File: src/rtl/adc_res_pkg.sv
// Shared definitions for the result register pair: the resolution mode encoding.
// Assumes the mode is a 2-bit field; both upper codes select 12-bit.
package adc_res_pkg;
    typedef enum logic [1:0] {
        RM_8   = 2'b00,
        RM_10  = 2'b01,
        RM_12  = 2'b10,
        RM_12B = 2'b11
    } res_mode_e;
endpackage

File: src/rtl/adc_res_mode_trk.sv
// Tracks the previous mode and flags a cycle where mode differs from it.
// Also reports whether the present mode is wider than a byte.
// Assumes mode is synchronous to clk. Resets to 8-bit.
module adc_res_mode_trk
    import adc_res_pkg::*;
(
    input  logic       clk,
    input  logic       rst_n,
    input  logic [1:0] mode,
    output logic       mode_chg,
    output logic       wide
);
    logic [1:0] mode_q;

    // Remember the mode seen at the last edge.
    always_ff @(posedge clk) begin
        if (!rst_n) mode_q <= RM_8;
        else        mode_q <= mode;
    end

    // Change detection and width decode.
    always_comb begin
        mode_chg = (mode != mode_q);
        wide     = (mode != RM_8);
    end
endmodule

File: src/rtl/adc_res_lock.sv
// Read interlock. A high read in a wide mode sets the lock; a low read releases it.
// A mode change clears it. The block output also covers the cycle of the high read itself.
// Assumes the strobes are one-cycle pulses.
module adc_res_lock (
    input  logic clk,
    input  logic rst_n,
    input  logic wide,
    input  logic mode_chg,
    input  logic rd_hi,
    input  logic rd_lo,
    output logic lock_q,
    output logic block
);
    logic lock_d;

    // Next lock state: set by a high read, held until a low read, killed by a mode change.
    always_comb begin
        lock_d = wide && !mode_chg && (rd_hi || (lock_q && !rd_lo));
        block  = lock_q || (rd_hi && wide);
    end

    // Lock register.
    always_ff @(posedge clk) begin
        if (!rst_n) lock_q <= 1'b0;
        else        lock_q <= lock_d;
    end
endmodule

File: src/rtl/adc_res_gate.sv
// Decides whether a completing result may be written into the pair.
// Assumes res_valid is a one-cycle pulse.
module adc_res_gate (
    input  logic res_valid,
    input  logic cmp_en,
    input  logic cmp_pass,
    input  logic block,
    input  logic mode_chg,
    output logic upd
);
    // Store only when compare allows it, the pair is unlocked and the mode is steady.
    always_comb begin
        upd = res_valid && (!cmp_en || cmp_pass) && !block && !mode_chg;
    end
endmodule

File: src/rtl/adc_res_regs.sv
// The high/low byte registers. Formats the result for the present mode.
// The high byte is cleared on a mode change.
// Assumes the result is right-aligned in res_data.
module adc_res_regs
    import adc_res_pkg::*;
#(
    parameter int RES_W    = 12,
    parameter int NARROW_W = 10,
    parameter int BYTE_W   = 8
) (
    input  logic              clk,
    input  logic              rst_n,
    input  logic              upd,
    input  logic              clr_hi,
    input  logic [1:0]        mode,
    input  logic [RES_W-1:0]  res_data,
    output logic [BYTE_W-1:0] res_hi,
    output logic [BYTE_W-1:0] res_lo
);
    logic [BYTE_W-1:0] hi_fmt;

    // Build the high byte from the result bits that the mode keeps.
    always_comb begin
        case (mode)
            RM_8:    hi_fmt = '0;
            RM_10:   hi_fmt = BYTE_W'(res_data[NARROW_W-1:BYTE_W]);
            default: hi_fmt = BYTE_W'(res_data[RES_W-1:BYTE_W]);
        endcase
    end

    // High byte: cleared on a mode change, loaded on an accepted result.
    always_ff @(posedge clk) begin
        if (!rst_n)      res_hi <= '0;
        else if (clr_hi) res_hi <= '0;
        else if (upd)    res_hi <= hi_fmt;
    end

    // Low byte: loaded on an accepted result.
    always_ff @(posedge clk) begin
        if (!rst_n)   res_lo <= '0;
        else if (upd) res_lo <= res_data[BYTE_W-1:0];
    end
endmodule

File: src/rtl/adc_result_latch.sv
// Top of the conversion result pair. Ties together mode tracking, the read interlock,
// the store gate and the byte registers.
// Assumes all inputs are synchronous to clk.
module adc_result_latch #(
    parameter int RES_W    = 12,
    parameter int NARROW_W = 10,
    parameter int BYTE_W   = 8
) (
    input  logic              clk,
    input  logic              rst_n,
    input  logic              res_valid,
    input  logic [RES_W-1:0]  res_data,
    input  logic              cmp_en,
    input  logic              cmp_pass,
    input  logic [1:0]        mode,
    input  logic              rd_hi,
    input  logic              rd_lo,
    output logic [BYTE_W-1:0] res_hi,
    output logic [BYTE_W-1:0] res_lo
);
    logic mode_chg;
    logic wide;
    logic lock_q;
    logic block;
    logic upd;

    adc_res_mode_trk u_mode (
        .clk(clk), .rst_n(rst_n), .mode(mode), .mode_chg(mode_chg), .wide(wide)
    );

    adc_res_lock u_lock (
        .clk(clk), .rst_n(rst_n), .wide(wide), .mode_chg(mode_chg),
        .rd_hi(rd_hi), .rd_lo(rd_lo), .lock_q(lock_q), .block(block)
    );

    adc_res_gate u_gate (
        .res_valid(res_valid), .cmp_en(cmp_en), .cmp_pass(cmp_pass),
        .block(block), .mode_chg(mode_chg), .upd(upd)
    );

    adc_res_regs #(.RES_W(RES_W), .NARROW_W(NARROW_W), .BYTE_W(BYTE_W)) u_regs (
        .clk(clk), .rst_n(rst_n), .upd(upd), .clr_hi(mode_chg), .mode(mode),
        .res_data(res_data), .res_hi(res_hi), .res_lo(res_lo)
    );
endmodule

File: config.mk
export PLATFORM = sky130hd
export DESIGN_NAME = adc_result_latch
export DESIGN_NICKNAME = d
export VERILOG_FILES = /design/src/rtl/adc_res_pkg.sv /design/src/rtl/adc_res_mode_trk.sv /design/src/rtl/adc_res_lock.sv /design/src/rtl/adc_res_gate.sv /design/src/rtl/adc_res_regs.sv /design/src/rtl/adc_result_latch.sv
export SDC_FILE = /design/constraint.sdc
export NUM_CORES = 1
export LEC_CHECK = 0
export ABC_AREA = 1
export BUFFER_PORTS_ARGS = -buffer_cell sky130_fd_sc_hd__buf_2
export CORE_UTILIZATION = 45
export CTS_CLUSTER_SIZE = 16
export DETAILED_ROUTE_END_ITERATION = 6
export HOLD_SLACK_MARGIN = 0.15
export PLACE_DENSITY = 0.77
export SYNTH_ARGS = -nofsm -noshare
export SYNTH_HDL_FRONTEND = slang
export SYNTH_SLANG_ARGS = --single-unit
File: constraint.sdc
create_clock -name clk -period 1.2 [get_ports clk]
set_input_delay 0.18 -clock clk [delete_from_list [all_inputs] [get_ports clk]]
set_output_delay 0.18 -clock clk [all_outputs]
set_load 0.03 [all_outputs]
==> key figures <==
Run status
  • Status: finished, final reports clean

Yosys
  • Yosys warns: 0
  • Mux share of post-synthesis cell area: 0%
  • Sequential cell area fraction in the yosys report: between 30 and 40%
  • XOR/XNOR share of the synthesized area: 0%
  • Cell Area, Synth: 846 um2
  • Syn avg cell area: roughly 6.7 um2
  • Synth cell types: 17
  • Synth Area in Adders: 0%
  • #FFs+latches synth: 15
  • Largest family of logic cells by synthesized area: simple AND/OR/NAND/NOR gates
  • Synth Instances: roughly 130
  • Synth Area in Simple Gates: between 40% and 50%
  • Compound-gate portion of the synthesized area: roughly 3.3%

Global routing
  • Vias in the first global route: 674
  • Largest net degree at the start of global routing: 12
  • Total global routing overflow: 0
  • First-pass GRT wire length: 2.73 mm
  • Initial antenna violation count: 0
  • Overall Global Routing Usage: between 10% and 20%

Die
  • # rows: 15
  • Die width: approximately 45 um
  • Core Box Area: 0.00175 mm2
  • IO Count: 37
  • Total die area: between 0.002 and 0.0025 mm2
  • Die H: 45.4 um
  • Initial Util: 48.5%

Drt
  • Final WL: 1.69 mm
  • ANT nets after route: 0
  • Drt first pass iters: 4
  • Post-route DRC: 0
  • Wirelength per Cell: slightly above 9 um
  • DR vias/cell: ~4.4
  • Via count: roughly 830
  • 1st-iter DRT viols: 7

Setup path
  • Critical Path Start: u_lock.lock_q
  • Crit path DAT: about 1.4 ns
  • CP peak stage delay: ~0.33 ns
  • Reg-to-Reg Start: u_lock.lock_q
  • WP buf/inv: 2
  • CP Capture Type: flip-flop
  • Max FO, Critical Path: 11
  • Reg2reg setup slack: ~0.056 ns
  • Top delay family on crit path: simple AND/OR/NAND/NOR gates
  • Crit Path Class: reg2reg
  • Worst path required time: between 1 and 1.5 ns
  • Cell Chain, Critical Path: inv_1 > nand2_1 > nor2_2 > nand2_2 > nor2_4 > buf_12 > nor2_1 > nor2_1
  • Crit path max-delay cell type: dfxtp_1
  • Crit path top cell by count: nor2_1
  • CP Launch Type: flip-flop

Place
  • Number of I/O port buffers: 32
  • Final Wtd Congestion: 0.788
  • Placed Area: 0.00102 mm2
  • Dpl hpwl: approximately 1.3 mm

Clock tree
  • Clock Path Buffers: 2
  • Skew-Pair Late Insertion Delay: roughly 0.29 ns
  • H-tree lvl count: 1
  • CTS buffer count: 3
  • CTS tree: yes
  • CTS Sinks: 15
  • Clock Pin Slew Worst Setup and Hold Paths: 0.09 ns
  • Setup bufs post-CTS: 0
  • Clock Tree Root: clkbuf_4

Timing
  • Post-Route Skew: between 0.0007 and 0.0008 ns
  • Fmax: approximately 0.9 GHz
  • Slew Viols, Final: 0
  • Crit path time final: between 1 and 1.5 ns
  • Final Setup Violations: 0
  • Period utilization: 95.3%
  • Fin Setup TNS: 0 ns
  • Final Hold Fails: 0

Cells and area
  • Layout Nets: 183
  • Post-route cell area: between 0.001 and 0.0015 mm2
  • Ant. Diodes: 0
  • Multi-input logic area: 429 um2
  • Final-layout fill cell count: 168
  • Area grow syn2layout: 26.9%
  • Register area: between 300 and 400 um2
  • Layout cells sized above 1: between 40% and 50%

Hold path
  • Hold_sp: mode[1]
  • HP Class: in2reg

Power and ir drop
  • PwrDens: approximately 1000 mW/mm2
  • Switching share of power: 31.5%
  • Leakage: slightly below 0.6 nW
  • Clock Power Share: 28.1%
  • Internal power: about 720 uW
  • Flop pwr share: about half
  • Combinational power share: around 22%
  • Psw: ~330 uW
  • Worst IR Drop VDD: ~520 uV

Run
  • Total of max-cap violations: 0
power groups by stage:
stage	combinational, mW	sequential (mW)	clock (mW)
after floorplan	0.147	0.556	0
after global placement	0.220	0.533	0
after detailed placement	0.224	0.534	0
after CTS	0.228	0.523	0.303
after global routing	0.262	0.525	0.324
final	0.236	0.523	0.296
metal layers:
metal | track usage, % | part of all wire (%) | wire length (um) | up-vias
met2 | 30.1 | 49 | 834 | 20
met1 | 23.4 | 45 | 764 | 370
met5 | 0 | 0 | 0 | -
met4 | 9.09 | 2.0 | 34 | 0
met3 | 3.60 | 3.1 | 53 | 5
li1 | - | - | - | 430
tightest hold or removal path: stages:
cell	delay (ns)
buf_2	0.15
nand2_1	0.07
inv_1	0.03
sequential cells by signal, summed over array words and instances, names as in the netlist:
register and cells:
u_mode.mode_q 2, u_regs.res_lo 8, u_lock.lock_q 1, u_regs.res_hi 4
placed cells by master, fill, tap and decap left out, types with 2 or more instances in the layout:
cell      netlist  layout
clkbuf_4        0       3
nand2_1        30      29
nand2_2         1       2
buf_2           0      32
inv_1          22      22
nor2_2         24      23
nor2_4          2       4
o21ai_0         2       2
dfxtp_1        15      14
conb_1          1       4
nor2_1          8       7
nand3_1         8       8
o21ai_1         2       2
nor3_1          2       2
cell families after synthesis:
| logic type | Yosys count |
|---|---|
| other cells | 1 |
| buf+inv | 30 |
| compound gates | 5 |
| flops | 15 |
| simple gates | 75 |
repair_timing:
item / CTS / global route
hold endpoints to repair: 1 / 0
hold buffers: 1 / 0
setup endpoints to repair: 0 / 11
resized for setup: 0 / 5
cells in the mapped netlist:
master | number | area, um2
nand2_2 | 1 | 6.26
nor2_1 | 8 | 30.0
conb_1 | 1 | 3.75
nor3_1 | 2 | 10.0
nor2_2 | 24 | 150
o21ai_0 | 2 | 10.0
inv_2 | 1 | 3.75
inv_1 | 22 | 82.6
buf_4 | 4 | 30.0
buf_6 | 2 | 22.5
nor2_4 | 2 | 22.5
nand2_1 | 30 | 113
o21a_1 | 1 | 7.51
nand3_1 | 8 | 40.0
clkbuf_1 | 1 | 3.75
o21ai_1 | 2 | 10.0
dfxtp_1 | 15 | 300
area by class of cell:
cell class / count / area share [%]
clock buffer: 3 / 2.10
clock inverter: 1 / 0.466
inverter: 23 / 8.04
multi-input combinational: 84 / 40.0
sequential: 15 / 28.1
tap: 25 / 2.91
timing repair buffer: 35 / 18.4
final timing paths:
path / to / cells past startpoint
hold / removal: u_mode.mode_q[1] / 3
setup / recovery: u_regs.res_lo[2] / 8
hold reg to reg: u_regs.res_hi[2] / 2
setup reg to reg: u_regs.res_lo[2] / 8
through the flow:
stage | utilization [%] | cells | total power [mW] | worst slack, ns | hold slack [ns]
final | 61.5 | 186 | 1.05 | 0.0565 | 0.169
after global routing | 61.5 | 186 | 1.11 | -0.0311 | 0.173
after CTS | 60.6 | 186 | 1.05 | 0.0154 | 0.172
after detailed placement | 58.4 | 181 | 0.758 | 0.0457 | 0.452
after global placement | 58.4 | 181 | 0.754 | 0.0934 | 0.450
after floorplan | - | 129 | 0.703 | 0.165 | 0.273
(Power assumes the default switching activity.)
